===== src/rtl/ep_test_engine.sv =====
module ep_test_engine #(
  parameter int VEC_W    = 12,
  parameter int MSI_MAX  = 32,
  parameter int MSIX_MAX = 2048
) (
  input  logic             clk,
  input  logic             rst_n,
  input  logic             reg_we,
  input  logic [3:0]       reg_addr,
  input  logic [31:0]      reg_wdata,
  output logic [31:0]      reg_rdata,
  output logic             busy,
  output logic             mem_req,
  output logic             mem_we,
  output logic [31:0]      mem_addr,
  output logic [31:0]      mem_wdata,
  input  logic [31:0]      mem_rdata,
  input  logic             mem_ack,
  output logic             irq_req,
  output logic [1:0]       irq_kind,
  output logic [VEC_W-1:0] irq_vec
);
  localparam logic [1:0] OP_NONE = 2'd0, OP_RD = 2'd1, OP_WR = 2'd2, OP_CP = 2'd3;

  typedef enum logic [2:0] {S_IDLE, S_CHECK, S_RD, S_WR, S_DONE, S_IRQ} state_t;
  state_t state;

  logic [31:0] magic_q, src_q, dst_q, csum_q, inum_q, acc_q, data_q;
  logic [29:0] size_q, idx_q;
  logic [5:0]  cmd_q;
  logic [8:0]  status_q;
  logic [1:0]  itype_q, op;
  logic        bad_q, src_bad, dst_bad, need_src, need_dst, last, vec_ok, ok;

  assign op = cmd_q[3] ? OP_RD : cmd_q[4] ? OP_WR : cmd_q[5] ? OP_CP : OP_NONE;
  assign need_src = (op == OP_RD) || (op == OP_CP);
  assign need_dst = (op == OP_WR) || (op == OP_CP);
  assign src_bad  = (src_q == 32'd0) || (src_q[1:0] != 2'd0);
  assign dst_bad  = (dst_q == 32'd0) || (dst_q[1:0] != 2'd0);
  assign last     = (idx_q + 30'd1) == size_q;
  assign ok       = !bad_q && (op != OP_RD || size_q == 30'd0 || acc_q == csum_q);

  always_comb begin
    case (itype_q)
      2'd0:    vec_ok = inum_q == 32'd0;
      2'd1:    vec_ok = inum_q >= 32'd1 && inum_q <= 32'(MSI_MAX);
      2'd2:    vec_ok = inum_q >= 32'd1 && inum_q <= 32'(MSIX_MAX);
      default: vec_ok = 1'b0;
    endcase
  end

  assign busy      = state != S_IDLE;
  assign mem_req   = (state == S_RD) || (state == S_WR);
  assign mem_we    = state == S_WR;
  assign mem_addr  = ((state == S_RD) ? src_q : dst_q) + {idx_q, 2'b00};
  assign mem_wdata = (op == OP_CP) ? data_q : magic_q + {2'b00, idx_q};
  assign irq_req   = (state == S_IRQ) && vec_ok;
  assign irq_kind  = itype_q;
  assign irq_vec   = inum_q[VEC_W-1:0];

  always_comb begin
    case (reg_addr)
      4'd0:    reg_rdata = magic_q;
      4'd1:    reg_rdata = {26'd0, cmd_q};
      4'd2:    reg_rdata = {23'd0, status_q};
      4'd3:    reg_rdata = src_q;
      4'd4:    reg_rdata = dst_q;
      4'd5:    reg_rdata = {size_q, 2'b00};
      4'd6:    reg_rdata = csum_q;
      4'd7:    reg_rdata = {30'd0, itype_q};
      4'd8:    reg_rdata = inum_q;
      default: reg_rdata = 32'd0;
    endcase
  end

  always_ff @(posedge clk) begin
    if (!rst_n) begin
      state <= S_IDLE;
      magic_q <= '0; src_q <= '0; dst_q <= '0; csum_q <= '0; inum_q <= '0;
      acc_q <= '0; data_q <= '0; size_q <= '0; idx_q <= '0; cmd_q <= '0;
      status_q <= '0; itype_q <= '0; bad_q <= 1'b0;
    end else begin
      if (reg_we) begin
        case (reg_addr)
          4'd0: magic_q <= reg_wdata;
          4'd1: if (state == S_IDLE) begin
                  cmd_q    <= reg_wdata[5:0];
                  status_q <= '0;
                  state    <= S_CHECK;
                end
          4'd3: src_q   <= reg_wdata;
          4'd4: dst_q   <= reg_wdata;
          4'd5: size_q  <= reg_wdata[31:2];
          4'd6: csum_q  <= reg_wdata;
          4'd7: itype_q <= reg_wdata[1:0];
          4'd8: inum_q  <= reg_wdata;
          default: ;
        endcase
      end
      case (state)
        S_CHECK: begin
          idx_q <= '0;
          acc_q <= '0;
          bad_q <= 1'b0;
          if (op == OP_NONE)
            state <= (cmd_q[2:0] != 3'd0) ? S_IRQ : S_IDLE;
          else if ((need_src && src_bad) || (need_dst && dst_bad)) begin
            status_q[7] <= need_src && src_bad;
            status_q[8] <= need_dst && dst_bad;
            bad_q <= 1'b1;
            state <= S_DONE;
          end else if (size_q == 30'd0)
            state <= S_DONE;
          else
            state <= (op == OP_WR) ? S_WR : S_RD;
        end
        S_RD: if (mem_ack) begin
          acc_q  <= acc_q ^ mem_rdata;
          data_q <= mem_rdata;
          if (op == OP_CP) state <= S_WR;
          else begin
            idx_q <= idx_q + 30'd1;
            if (last) state <= S_DONE;
          end
        end
        S_WR: if (mem_ack) begin
          if (op == OP_WR) acc_q <= acc_q ^ mem_wdata;
          idx_q <= idx_q + 30'd1;
          if (last) state <= S_DONE;
          else if (op == OP_CP) state <= S_RD;
        end
        S_DONE: begin
          case (op)
            OP_RD:   status_q[ok ? 0 : 1] <= 1'b1;
            OP_WR:   status_q[ok ? 2 : 3] <= 1'b1;
            default: status_q[ok ? 4 : 5] <= 1'b1;
          endcase
          if (!bad_q && op != OP_RD) csum_q <= acc_q;
          state <= S_IRQ;
        end
        S_IRQ: begin
          if (vec_ok) status_q[6] <= 1'b1;
          state <= S_IDLE;
        end
        default: ;
      endcase
    end
  end

  p_cmd_clears_r2: assert property (@(posedge clk) disable iff (!rst_n)
    (reg_we && reg_addr == 4'd1 && !busy) |=> (status_q == 9'd0 && busy));
  p_req_hold_r3: assert property (@(posedge clk) disable iff (!rst_n)
    (mem_req && !mem_ack) |=> (mem_req && $stable(mem_addr) && $stable(mem_we)));
  p_aligned_access_r6: assert property (@(posedge clk) disable iff (!rst_n)
    mem_req |-> (mem_addr[1:0] == 2'd0));
  p_irq_pulse_r8: assert property (@(posedge clk) disable iff (!rst_n)
    irq_req |=> !irq_req);
  p_irq_flag_r8: assert property (@(posedge clk) disable iff (!rst_n)
    irq_req |=> status_q[6]);
  p_report_first_r8: assert property (@(posedge clk) disable iff (!rst_n)
    (irq_req && cmd_q[5:3] != 3'd0) |-> (status_q[5:0] != 6'd0));
  p_kind_legal_r9: assert property (@(posedge clk) disable iff (!rst_n)
    irq_req |-> (irq_kind != 2'd3));
endmodule


===== config.mk =====
export PLATFORM = sky130hd
export DESIGN_NAME = ep_test_engine
export DESIGN_NICKNAME = d
export VERILOG_FILES = /design/src/rtl/ep_test_engine.sv
export SDC_FILE = /design/constraint.sdc
export NUM_CORES = 1
export LEC_CHECK = 0
export BUFFER_PORTS_ARGS = -buffer_cell sky130_fd_sc_hd__buf_2
export CAP_MARGIN = 30
export CORE_UTILIZATION = 45
export CTS_BUF_LIST = sky130_fd_sc_hd__clkbuf_2 sky130_fd_sc_hd__clkbuf_4 sky130_fd_sc_hd__clkbuf_8
export CTS_CLUSTER_DIAMETER = 60
export DETAILED_ROUTE_END_ITERATION = 10
export HOLD_SLACK_MARGIN = 0.03
export PLACE_DENSITY = 0.65
export REMOVE_ABC_BUFFERS = 1
export SETUP_SLACK_MARGIN = 0.2
export SYNTH_ARGS = -nofsm -noshare
export SYNTH_HDL_FRONTEND = slang
export SYNTH_SLANG_ARGS = --single-unit

===== constraint.sdc =====
create_clock -name clk -period 7.8 [get_ports clk]
set_input_delay 1.95 -clock clk [delete_from_list [all_inputs] [get_ports clk]]
set_output_delay 1.95 -clock clk [all_outputs]
set_load 0.01 [all_outputs]

After elaboration in Yosys (flattened, before gate mapping). Cells that the tools add are included.

Memory bits (writable): 0. Memories: 0. Output and inout port bits: 114. Logic and storage cells: 154. Bits of input ports: 72. Latch bits: 0. Bits in registers: 305. ROM bits: 0.

Div/mod/pow operators: 0. Equal/unequal tests: 25. Reductions and logical operators: 42. Bitwise gates (word level): 5. Order comparisons: 9. Muxes and demuxes: 56. Add/sub/neg operators: 3. Multipliers: 0. Shift-type cells: 0.

Operators by type and width (number): $mux W32 (9); $pmux W32 S9 (1); $logic_not A32 Y1 (3); $pmux W32 S3 (1); $mux W30 (3); $pmux W30 S3 (1); $xor A32 B32 Y32 (2); $mux W3 (13); $mux W9 (4); $add A32 B30 Y32 (1); $add A32 B32 Y32 (1); $eq A32 B32 Y1 (1); $ge A32 B1 Y1 const B (1); $le A32 B12 Y1 const B (1); $le A32 B6 Y1 const B (1); $add A30 B1 Y30 const B (1); $eq A30 B30 Y1 (1); $logic_not A30 Y1 (1); $or A9 B9 Y9 (3); $pmux W9 S2 (1); $eq A4 B3 Y1 const B (4); $pmux W3 S5 (1); $reduce_and A2 Y1 (7); $demux W1 S4 (3); 32 further kinds (75).

Logic depth before layout (Yosys ltp).
Depth in word-level cells: 15. Mapped depth: 18. Gate-level depth less buffers: 17.

Least setup slack after synthesis. No wires, ideal clock.

Path type: reg-to-output. Start: register state[2]. End: output mem_addr[30]. Path buffers: 1. Setup slack: 2.134 ns. Arrival: 3.716 ns. Required time: 5.850 ns. Cell stages (with the launch flop): 19. Path through: dfxtp_1 clkinv_1 nand2_1 clkinv_1 nand2_1 clkbuf_1 nand2_1 nand2_1 ha_1 fa_1 a21oi_1 o21ai_1 a21oi_1 o21ai_1 a41oi_1 a21oi_1 a311oi_1 or4_1 o211ai_1.

Word-level cells in the longest chain between the ends: 3.

Ends and longest elaborated chain: start, declared (RTL line 26) `state_t state;`; start signal, assigned (RTL line 106) `state <= (cmd_q[2:0] != 3'd0) ? S_IRQ : S_IDLE;`; start signal, assigned (RTL line 115) `state <= (op == OP_WR) ? S_WR : S_RD;`; $eq A3 B2 Y1 (RTL line 55) `assign mem_addr = ((state == S_RD) ? src_q : dst_q) + {idx_q, 2'b00};`; $mux W32 (RTL line 55); $add A32 B32 Y32 (RTL line 55); end, declared (RTL line 15) `output logic [31:0] mem_addr,`.

No other way between the ends.

Worst setup path after layout. Ends and elaborated chain as after synthesis.

==> PnR_summary.wiki <==
{| class="wikitable"
! Metric !! Value
|-
| Status || completed
|-
| Simple-gate portion of the synthesized area || 27.46%
|-
| Synth Cell Area || 19470 um2
|-
| Number of instances in the synthesized netlist || 2702
|-
| Most used DFF post-synth || dfxtp_1
|-
| Ports placed on the boundary || 186
|-
| Clk sink count || about 300
|-
| Nets || 2919
|-
| Compound-gate portion of the synthesized area || 22.79%
|-
| Total CTS buffers || between 50 and 60
|-
| Final Cycle Share || between 90 and 100%
|-
| Share of synthesized cell area in full adder, half adder and majority cells || 4.510%
|-
| Largest net degree at the start of global routing || roughly 160
|-
| Violation count after the first detailed-routing iteration || 2483
|-
| Crit end category || primary output
|-
| Library cell appearing most often on the critical path || nand2_1
|-
| Hold path startpoint || data_q[0]
|-
| Sequential element share of the synthesized area || between 30% and 40%
|-
| Mean instance size in the synthesized netlist || a little over 7 um2
|-
| # hold bufs at CTS || 0
|-
| Xor and xnor fraction of the mapped netlist area || 5.397%
|-
| Sequential power share || around 44%
|-
| Number of warning messages in the yosys log || 0
|-
| Maximum fanout along the worst path || 31
|-
| Setup repair after global routing missed its margin || false
|-
| Area of the multi-input gates || approximately 12000 um2
|-
| Proportion of synthesized area in mux cells || 3.656%
|-
| Clk Tree Root Cell || clkbuf_8
|-
| Global-route usage over all layers || 37.94%
|-
| Number of synthesized flops with an enable pin || 0
|-
| P&R area growth vs syn || 12.34%
|-
| Count of input and output buffers || 185
|-
| Share of the core filled with cells in the final layout || 51.69%
|-
| Number of iterations in the first detailed-routing pass || 6
|-
| Synth top area cells || dfxtp_1 31%, nand2_1 13%, a21oi_1 8.0%
|-
| Area of the placeable core || 42320 um2
|-
| Max-capacitance violation count || 0
|-
| Clock tree from TritonCTS || built
|-
| Die extent in x || 210.0 um
|-
| Library cell with the largest summed area after synthesis || dfxtp_1
|-
| Share of final-layout standard cells stronger than drive strength 1 || 13.58%
|-
| Routability Congestion || roughly 1.1
|-
| Worst skew pair latency || 0.68 ns
|-
| Flip-flop and latch count after synthesis || 305
|-
| Worst IR Drop VDD || about 0.00012 V
|-
| Register-to-Register Setup Slack || 3.77 ns
|-
| Leak pwr || 8.666 nW
|-
| Met3 track utilization from global routing || 7.703%
|-
| Max frequency || 138.0 MHz
|-
| Number of DRC violations after detailed routing || 0
|-
| Clock input transition at the sequential cells of the worst setup and hold paths || 0.06 ns
|-
| Critical Path Slowest Stage Cell || or4_1
|-
| Number of different library cells in the post-synthesis netlist || 89
|-
| Arr. time, crit path || 5.30 ns
|-
| Largest delay share family, worst path || simple AND/OR/NAND/NOR gates
|-
| Most frequent cells after synthesis || 698 x nand2_1, 311 x a21oi_1, 305 x dfxtp_1, 170 x nor2_1, 154 x clkbuf_1
|-
| Cell with the most instances after synthesis || nand2_1
|-
| Number of buffers and inverters on the critical path || 4
|-
| Transition time at the pin with the least slew margin || 1.067 ns
|-
| Die area || 44110 um2
|-
| WS Path Type || reg -> out
|-
| Min Hold Slack || 0.4524 ns
|-
| Number of antenna violations at the first check in global routing || 1
|-
| Met2 track demand over resource || 59.02%
|-
| Internal power consumption || ~2.6 mW
|-
| Site Rows || 75
|-
| Reg2reg path depth || 11
|-
| Worst r2r src || idx_q[0]
|-
| H-tree depth || 2
|-
| Setup crit start kind || flop
|-
| Net load switching power || 0.9461 mW
|-
| Worst-case clock buffer depth || 3
|-
| Starting density of the core || 46.01%
|-
| Wire length per cell || ~25 um
|-
| Switching power as a share of total power || 26.31%
|-
| Hold path depth || 2
|-
| Min-delay worst type || reg -> reg
|-
| Sequential cell area || 6106 um2
|-
| Vias per std cell || 6.354
|-
| Final setup vio count || 0
|-
| Share of synthesized flip-flops with an asynchronous set or reset || 0%
|-
| Number of filler cells placed in the layout || between 4000 and 5000
|-
| Normalized max-slew margin || 28.61%
|-
| Count of endpoints failing hold in the final timing report || 0
|-
| Logic gate share of total power || 7.0%
|-
| Required time at the worst-slack endpoint || 5.85 ns
|-
| Most used routing layer in global routing || met2
|-
| Vias in the first global route || 20120
|-
| Dominant combinational cell family by area after synthesis || simple AND/OR/NAND/NOR gates
|-
| Setup TNS || 0 ns
|-
| Total wire length || 85300 um
|-
| Cell-by-cell listing of the critical path || clkinv_1, nand2_1, buf_6, nor2_2, buf_4, nand2_1, nand2_1, ha_1, a21oi_1, o21ai_0, nor3_1, nor2_1, a41oi_1, a21oi_1, a311oi_1, or4_1, o211ai_1, buf_2
|-
| Reg2reg end || acc_q[24]
|-
| Power density over the cells || 164.4 nW/um2
|-
| Worst setup path startpoint || state[2]
|-
| Vias || 21600
|-
| Clock network fraction of total power || 48.8%
|-
| Hold Path End || data_q[0]
|-
| Global-route wire length before repair || 126800 um
|-
| Clock skew || between 0.04 and 0.05 ns
|-
| Vertical die dimension || between 200 and 250 um
|-
| Overflow left after global routing || 0
|-
| Count of nets left with antenna violations after detail routing || 0
|-
| Met1 Usage GRT || around half
|-
| Max Slew Vio Count || 0
|-
| Crit path largest cell delay || 0.53 ns
|-
| Final Critical Period || 7.247 ns
|-
| Portion of synthesized cell area occupied by the leading cell type || between 30% and 40%
|-
| Detailed Place HPWL || 60860 um
|}
[power groups by stage]
stage	combinational [mW]	sequential [mW]	clock [mW]
final	0.250	1.59	1.75
after global routing	0.261	1.59	1.84
after CTS	0.240	1.59	1.77
after detailed placement	0.240	1.62	0
after global placement	0.237	1.62	0
after floorplan	0.110	1.62	0
[cells in the final DEF (no fill, tap or decap), drive strengths merged, types with 18 or more instances in the layout]
master   count
and3        31
buf        210
mux2i       52
nand3       84
o2111ai     24
a22oi       35
a211oi      18
xnor2       88
nand4       42
ha          67
o21ai      103
xor2        32
inv         40
nor3        37
clkbuf      86
o211ai      21
nor2       170
nor4        39
dfxtp      305
nand2      698
a21o        35
a21oi      311
or3         28
a311oi      35
o31ai       18
[layout make-up]
class / count / share of cell area, %
antenna: 1 / 0.01144
tap: 577 / 3.300
clock buffer: 86 / 4.896
clock inverter: 16 / 0.8694
inverter: 40 / 0.7207
sequential: 305 / 27.91
timing repair buffer: 210 / 5.256
multi-input combinational: 2164 / 57.04
[metrics by stage]
stage          instances  cell area (um2)  setup slack (ns)  power (mW)
2_1_floorplan       2509            18680            0.3791       1.727
3_3_place_gp        3294            20550             1.167       1.862
3_5_place_dp        3295            20570             1.041       1.865
4_1_cts             3397            21840            0.2953       3.597
5_1_grt             3398            21870            0.2306       3.689
6_report            3399            21880            0.5528       3.596
[timing repair]
item,4_1_cts,5_1_grt
buffers inserted,0,0
setup endpoints to repair,0,4
resized for setup,0,4
[cells by family (layout without fill, tap and decap cells)]
logic type,count (synthesis),count (layout)
simple gates,1202,1202
compound gates,704,704
flops,305,305
buf+inv,233,352
xor+xnor,120,120
fa+ha+maj,69,69
mux,69,69
other cells,0,1
[registers in the layout (all words and copies together), names as in the netlist, 32 cells and up]
signal	cells
src_q	32
csum_q	32
acc_q	32
inum_q	32
dst_q	32
data_q	32
magic_q	32
[worst max-delay path by stage]
stage	endpoint	slack [ns]	cells past startpoint
final	mem_addr[30]	0.55	18
after global routing	mem_addr[30]	0.23	18
after CTS	mem_addr[30]	0.30	18
after detailed placement	mem_addr[30]	1.04	18
after global placement	mem_addr[30]	1.17	18
after floorplan	acc_q[26]	0.38	3
[worst reg2reg max path, stage by stage, from the launching register on]
cell	delay [ns]
dfxtp_1	0.68
ha_1	0.32
fa_1	0.25
a211oi_1	0.12
o21ai_1	0.43
nand4_2	0.27
a2111oi_0	0.68
o41ai_1	0.16
xnor2_1	0.50
o211ai_1	0.18
a31oi_1	0.20
mux2i_1	0.09
[per-layer routing]
metal	share of wire (%)	routed length [um]	vias up
met3	11	9202	268
met1	39	33470	10280
met4	5.8	4943	2
li1	-	-	9745
met5	0.014	12	-
met2	44	37660	1300
Note: power is estimated with default switching activity, not from simulation.
